`src/rtl/sram_ctrl_pkg.sv`:
```
package sram_ctrl_pkg;

  typedef enum logic [2:0] {
    ST_IDLE,
    ST_TURN,
    ST_READ,
    ST_WLOW,
    ST_WEND
  } ctl_state_t;

  // Ceiling of a time limit over the clock period, never below one cycle.
  function automatic int unsigned ns_to_cycles(int unsigned ns, int unsigned period_ns);
    int unsigned c;
    c = (ns + period_ns - 1) / period_ns;
    return (c == 0) ? 1 : c;
  endfunction

  function automatic int unsigned max2(int unsigned a, int unsigned b);
    return (a > b) ? a : b;
  endfunction

endpackage

```
`src/rtl/sram_phase_timer.sv`:
```
module sram_phase_timer #(
  parameter int unsigned CW = 3
) (
  input  logic          clk,
  input  logic          rst_n,
  input  logic          load,
  input  logic [CW-1:0] load_val,
  output logic          done
);

  logic [CW-1:0] cnt_q;

  always_ff @(posedge clk or negedge rst_n) begin
    if (!rst_n)              cnt_q <= '0;
    else if (load)           cnt_q <= load_val;
    else if (cnt_q != '0)    cnt_q <= cnt_q - 1'b1;
  end

  assign done = (cnt_q == '0);

endmodule

```
`src/rtl/sram_pin_decode.sv`:
```
module sram_pin_decode
  import sram_ctrl_pkg::*;
(
  input  logic       clk,
  input  logic       rst_n,
  input  ctl_state_t nxt_state,
  output logic       sel,
  output logic       oe_n,
  output logic       we_n,
  output logic       drive
);

  // Pins are registered from the next state so they switch on the same edge as the FSM.
  always_ff @(posedge clk or negedge rst_n) begin
    if (!rst_n) begin
      sel   <= 1'b0;
      oe_n  <= 1'b1;
      we_n  <= 1'b1;
      drive <= 1'b0;
    end else begin
      sel   <= (nxt_state == ST_READ) || (nxt_state == ST_WLOW) || (nxt_state == ST_WEND);
      oe_n  <= (nxt_state != ST_READ);
      we_n  <= (nxt_state != ST_WLOW);
      drive <= (nxt_state == ST_WLOW) || (nxt_state == ST_WEND);
    end
  end

endmodule

```
`src/rtl/sram_byte_ctrl.sv`:
```
module sram_byte_ctrl
  import sram_ctrl_pkg::*;
#(
  parameter int unsigned ADDR_W  = 19,
  parameter int unsigned DATA_W  = 8,
  parameter int unsigned CLK_NS  = 10,
  parameter int unsigned T_RC_NS = 70,
  parameter int unsigned T_AA_NS = 70,
  parameter int unsigned T_WC_NS = 70,
  parameter int unsigned T_WP_NS = 55,
  parameter int unsigned T_CW_NS = 60,
  parameter int unsigned T_DS_NS = 30,
  parameter int unsigned T_HZ_NS = 30
) (
  input  logic              clk,
  input  logic              rst_n,
  input  logic              req_valid,
  output logic              req_ready,
  input  logic              req_wr,
  input  logic [ADDR_W-1:0] req_addr,
  input  logic [DATA_W-1:0] req_wdata,
  output logic              rsp_valid,
  output logic [DATA_W-1:0] rsp_data,
  output logic [ADDR_W-1:0] mem_addr,
  output logic              mem_sel_n,
  output logic              mem_sel,
  output logic              mem_oe_n,
  output logic              mem_we_n,
  output logic [DATA_W-1:0] mem_dq_o,
  output logic              mem_dq_oe,
  input  logic [DATA_W-1:0] mem_dq_i
);

  localparam int unsigned N_RD = max2(ns_to_cycles(T_RC_NS, CLK_NS), ns_to_cycles(T_AA_NS, CLK_NS));
  localparam int unsigned N_WC1 = (ns_to_cycles(T_WC_NS, CLK_NS) > 1) ? ns_to_cycles(T_WC_NS, CLK_NS) - 1 : 1;
  localparam int unsigned N_WL = max2(max2(ns_to_cycles(T_WP_NS, CLK_NS), ns_to_cycles(T_CW_NS, CLK_NS)),
                                      max2(ns_to_cycles(T_DS_NS, CLK_NS), N_WC1));
  localparam int unsigned N_HZ = ns_to_cycles(T_HZ_NS, CLK_NS);
  localparam int unsigned TW   = $clog2(max2(N_RD, N_WL) + 1);
  localparam int unsigned HW   = $clog2(N_HZ + 1);

  ctl_state_t        state_q, state_d;
  logic              main_load, main_done, hz_load, hz_done, capture;
  logic [TW-1:0]     main_val;
  logic [ADDR_W-1:0] addr_q;
  logic [DATA_W-1:0] wdata_q;
  logic              pin_sel;

  sram_phase_timer #(.CW(TW)) i_main_timer (
    .clk(clk), .rst_n(rst_n), .load(main_load), .load_val(main_val), .done(main_done)
  );

  sram_phase_timer #(.CW(HW)) i_hz_timer (
    .clk(clk), .rst_n(rst_n), .load(hz_load), .load_val(HW'(N_HZ - 1)), .done(hz_done)
  );

  always_comb begin
    state_d   = state_q;
    main_load = 1'b0;
    main_val  = '0;
    hz_load   = 1'b0;
    capture   = 1'b0;
    case (state_q)
      ST_IDLE: if (req_valid) begin
        if (!req_wr) begin
          state_d   = ST_READ;
          main_load = 1'b1;
          main_val  = TW'(N_RD - 1);
        end else if (hz_done) begin
          state_d   = ST_WLOW;
          main_load = 1'b1;
          main_val  = TW'(N_WL - 1);
        end else begin
          state_d   = ST_TURN;
        end
      end
      ST_TURN: if (hz_done) begin
        state_d   = ST_WLOW;
        main_load = 1'b1;
        main_val  = TW'(N_WL - 1);
      end
      ST_READ: if (main_done) begin
        state_d = ST_IDLE;
        capture = 1'b1;
        hz_load = 1'b1;
      end
      ST_WLOW: if (main_done) state_d = ST_WEND;
      ST_WEND: state_d = ST_IDLE;
      default: state_d = ST_IDLE;
    endcase
  end

  always_ff @(posedge clk or negedge rst_n) begin
    if (!rst_n) begin
      state_q   <= ST_IDLE;
      addr_q    <= '0;
      wdata_q   <= '0;
      rsp_valid <= 1'b0;
      rsp_data  <= '0;
    end else begin
      state_q   <= state_d;
      rsp_valid <= capture;
      if (capture) rsp_data <= mem_dq_i;
      if (state_q == ST_IDLE && req_valid) begin
        addr_q  <= req_addr;
        wdata_q <= req_wdata;
      end
    end
  end

  sram_pin_decode i_pins (
    .clk(clk), .rst_n(rst_n), .nxt_state(state_d),
    .sel(pin_sel), .oe_n(mem_oe_n), .we_n(mem_we_n), .drive(mem_dq_oe)
  );

  assign req_ready = (state_q == ST_IDLE);
  assign mem_sel   = pin_sel;
  assign mem_sel_n = ~pin_sel;
  assign mem_addr  = addr_q;
  assign mem_dq_o  = wdata_q;

  // Run-length counters used only by the properties below.
  localparam int unsigned OW = $clog2(N_HZ + 2);
  localparam int unsigned WW = $clog2(N_WL + 2);
  logic [OW-1:0] oe_hi_run;
  logic [WW-1:0] we_lo_run;

  always_ff @(posedge clk or negedge rst_n) begin
    if (!rst_n) begin
      oe_hi_run <= '1;
      we_lo_run <= '0;
    end else begin
      if (!mem_oe_n)          oe_hi_run <= '0;
      else if (oe_hi_run != '1) oe_hi_run <= oe_hi_run + 1'b1;
      if (!mem_we_n) begin
        if (we_lo_run != '1) we_lo_run <= we_lo_run + 1'b1;
      end else begin
        we_lo_run <= '0;
      end
    end
  end

  AST_IDLE_STANDBY: assert property (@(posedge clk) disable iff (!rst_n)
    req_ready |-> (mem_sel_n && !mem_sel && !mem_dq_oe && mem_we_n));
  AST_ACCEPT_BUSY: assert property (@(posedge clk) disable iff (!rst_n)
    (req_valid && req_ready) |=> !req_ready);
  AST_RSP_PULSE: assert property (@(posedge clk) disable iff (!rst_n)
    rsp_valid |=> !rsp_valid);
  AST_RSP_FROM_READ: assert property (@(posedge clk) disable iff (!rst_n)
    $rose(rsp_valid) |-> $past(!mem_oe_n));
  AST_WE_WIDTH: assert property (@(posedge clk) disable iff (!rst_n)
    (mem_we_n && $past(!mem_we_n)) |-> (we_lo_run >= WW'(N_WL)));
  AST_ADDR_HELD: assert property (@(posedge clk) disable iff (!rst_n)
    (mem_sel && $past(mem_sel)) |-> $stable(mem_addr));
  AST_TURNAROUND: assert property (@(posedge clk) disable iff (!rst_n)
    $rose(mem_dq_oe) |-> (oe_hi_run >= OW'(N_HZ)));
  AST_NO_FIGHT: assert property (@(posedge clk) disable iff (!rst_n)
    !mem_oe_n |-> (mem_we_n && !mem_dq_oe));

endmodule

```
`config.mk`:
```
export PLATFORM = sky130hd
export DESIGN_NAME = sram_byte_ctrl
export DESIGN_NICKNAME = d
export VERILOG_FILES = /design/src/rtl/sram_ctrl_pkg.sv /design/src/rtl/sram_phase_timer.sv /design/src/rtl/sram_pin_decode.sv /design/src/rtl/sram_byte_ctrl.sv
export SDC_FILE = /design/constraint.sdc
export NUM_CORES = 1
export LEC_CHECK = 0
export CAP_MARGIN = 20
export CORE_AREA = 2 2 77 79
export DETAILED_ROUTE_END_ITERATION = 8
export DIE_AREA = 0 0 79 81
export GPL_ROUTABILITY_DRIVEN = 0
export PLACE_DENSITY_LB_ADDON = 0.25
export SLEW_MARGIN = 20
export SYNTH_ARGS = -nofsm -noshare
export SYNTH_HDL_FRONTEND = slang
export SYNTH_SLANG_ARGS = --single-unit
```
`constraint.sdc`:
```
create_clock -name clk -period 1.9 [get_ports clk]
set_input_delay 0.38 -clock clk [delete_from_list [all_inputs] [get_ports clk]]
set_output_delay 0.38 -clock clk [all_outputs]
set_load 0.01 [all_outputs]
```
==> flow_metrics.tcl <==
set metrics [dict create \
    diodes 0 \
    hpwl_um 3030 \
    clkTransAtPathRegs_ns 0.08 \
    clock-sinks 48 \
    pwr-share-clk 0.135 \
    area_growth_pct 52.3 \
    cts_tree "built" \
    rows 28 \
    p_comb_frac 0.491 \
    crit_required_ns 1.52 \
    ant_nets 0 \
    cts_buffers 5 \
    ir_worst_vdd_mv 0.648 \
    netlist_instances 136 \
    num_io_pins 81 \
    critPathKind "flip-flop to output port" \
    htree_levels 2 \
    synth-seq-area-share 0.612 \
    post-cts-setup-buffer-count 0 \
    finClkSkew_ns 0.00453 \
    synth_area_um2 1970 \
    critPathLaunchType "flip-flop" \
    crit_path_cell_trace "clkdlybuf4s50_1" \
    drc_errors 0 \
    die_x_um 79 \
    dpl.cell_count 293 \
    track_usage 0.132 \
    tns_ns 0 \
    coreArea_um2 5680 \
    io_buffers 80 \
    grt_pass1_wl_um 6380 \
    drive_gt1_frac 0.260 \
    worst-path-buf-inv 1 \
    die_y_um 81 \
    final_cell_area_um2 2990 \
    period_needed_ns 1.71 \
    finalPower_mw 4.85 \
    p_int_mw 3.34 \
    p_sw_frac 0.310 \
    grt_max_degree 40 \
    vias 1356 \
    root_buffer "clkbuf_8" \
    cpPeakStageDelay_ns 0.52 \
    crit_fanout 1 \
    cpLargestDelayFamily "flip-flops" \
    relSlewSlack 0.797 \
    power_density_nw_per_um2 1620 \
    cp_slowest_cell "dfstp_2" \
    worstHoldPathType "input port to asynchronous set/reset pin" \
    slew_violations 0 \
    dpl_cell_area_um2 2880 \
    hold_viol 0 \
    whs_ns 0.489 \
    routedWlPerCell_um 13.3 \
    dieArea_um2 6400 \
    instances_no_fill 302 \
    grt_pass1_vias 1326 \
    cap_viol_max_count 0 \
    cts_buffer_depth 2 \
    cp-end-kind "output port" \
    wirelength_um 4030 \
    period_share 0.901 \
    fillers 514 \
    fmax_mhz 584 \
    vias_per_cell 4.49 \
    seq_power_share 0.374 \
    drt-pass1-iter-count 4 \
    avgSynthCellArea_um2 14.5 \
    tightest_slew_ns 0.305 \
    ys_seq_elements 48 \
    layout.nets 268 \
    clkLatencyLatePin_ns 0.29 \
    yosys_warnings 0 \
    antenna_found_initial 0 \
    setup_violations 0 \
    start_util 0.346 \
    yosysUniqueCellTypes 25 \
    grt_overflow 0 \
    rsz0062_at_grt "no" \
    cp.arrival_ns 1.33 \
    syn-num-nets 178 \
    status "finished, final reports clean" \
    power.net_switching_mw 1.50 \
    drtIter0Drc 26 \
    p_leak_nw 1.29 \
]
## per-stage QoR
stage,worst slack [ns],util
floorplan,0.379,-
global placement,0.0228,0.507
detailed placement,-0.0244,0.507
CTS,0.0158,0.527
global route,0.0921,0.528
finish,0.189,0.528
## what timing repair did
item | in CTS | in global routing
endpoints found under the hold margin | 9 | 0
gates resized for setup | 1 | 1
endpoints found under the setup margin | 1 | 1
hold buffers | 1 | 0
## worst paths after layout
check,start,to,slack [ns],cells after the start
min in group clk,i_hz_timer.cnt_q[1],i_hz_timer.cnt_q[1],0.50,1
hold reg to reg,i_hz_timer.cnt_q[1],i_hz_timer.cnt_q[1],0.50,1
hold / removal,rst_n,rsp_data[7],0.49,2
setup / recovery,i_pins.we_n,mem_we_n,0.19,1
max in group asynchronous,rst_n,i_pins.oe_n,0.85,3
setup reg to reg,i_main_timer.cnt_q[0],rsp_data[2],0.25,6
## worst register-to-register path: stages (launching register included)
cell and delay, ns:
dfrtp_1 0.37, inv_1 0.11, ha_1 0.21, nand3b_1 0.15
nor3_2 0.14, buf_4 0.21, mux2_2 0.35
## power groups by stage
| stage | sequential (mW) | combinational [mW] | clock (mW) |
|---|---|---|---|
| 2_1_floorplan | 2.01 | 1.03 | 0 |
| 3_3_place_gp | 1.83 | 2.37 | 0 |
| 3_5_place_dp | 1.84 | 2.41 | 0 |
| 4_1_cts | 1.83 | 2.42 | 0.679 |
| 5_1_grt | 1.89 | 2.58 | 0.723 |
| 6_report | 1.81 | 2.38 | 0.653 |
## per-layer routing
layer,global-route usage,part of all wire
met5,0,0
met2,0.219,0.52
met4,0.0672,0.020
met1,0.162,0.42
met3,0.0289,0.039
## state kept, by name, summed over array words and instances (netlist names)
signal              cells
i_pins.sel              1
rsp_data                8
mem_dq_o                8
i_pins.we_n             1
state_q                 3
i_pins.oe_n             1
i_main_timer.cnt_q      3
mem_addr               19
i_pins.drive            1
i_hz_timer.cnt_q        2
rsp_valid               1
## synth_stat cells
cell type | number | share of area
nor2b_1 | 2 | 0.0064
dfstp_2 | 2 | 0.027
nor3_2 | 1 | 0.0051
buf_6 | 4 | 0.023
nand2_1 | 5 | 0.0095
o21ai_0 | 1 | 0.0025
a21oi_4 | 1 | 0.0083
buf_4 | 2 | 0.0076
nor4b_4 | 1 | 0.012
ha_1 | 3 | 0.019
nand3b_1 | 1 | 0.0038
nor2_1 | 7 | 0.013
dfrtp_1 | 46 | 0.59
nor3_1 | 2 | 0.0051
nand3_1 | 1 | 0.0025
o32ai_1 | 1 | 0.0045
inv_1 | 7 | 0.013
o221ai_1 | 1 | 0.0045
a211o_1 | 1 | 0.0045
xnor2_1 | 1 | 0.0045
nand2_4 | 1 | 0.0057
nand2b_1 | 2 | 0.0064
xor2_1 | 1 | 0.0045
mux2_2 | 36 | 0.21
a21oi_1 | 6 | 0.015
## layout by cell type (no fill, tap or decap), types with 3 or more instances in the layout
cell type        netlist  final
clkdlybuf4s50_1        0     78
nand2_1                5      5
buf_4                  2      6
nor2_1                 7      7
dfrtp_1               46     45
inv_1                  7      7
a21oi_1                6      6
ha_1                   3      3
clkbuf_8               0      7
mux2_2                36     36
## final cells by class
cell class	count	area, µm²	area share
Sequential cell	48	1200	0.402
Timing Repair Buffer	89	893	0.298
Multi-Input combinational cell	75	676	0.226
Clock buffer	8	100	0.0334
Tap cell	75	93.8	0.0313
Inverter	7	26.3	0.00878
## cells by family after synthesis
family	synth area share
flops	0.612
mux	0.206
simple gates	0.0700
buf+inv	0.0439
compound gates	0.0395
fa+ha+maj	0.0191
xor+xnor	0.00891
Power figures use the tool's default switching activity.
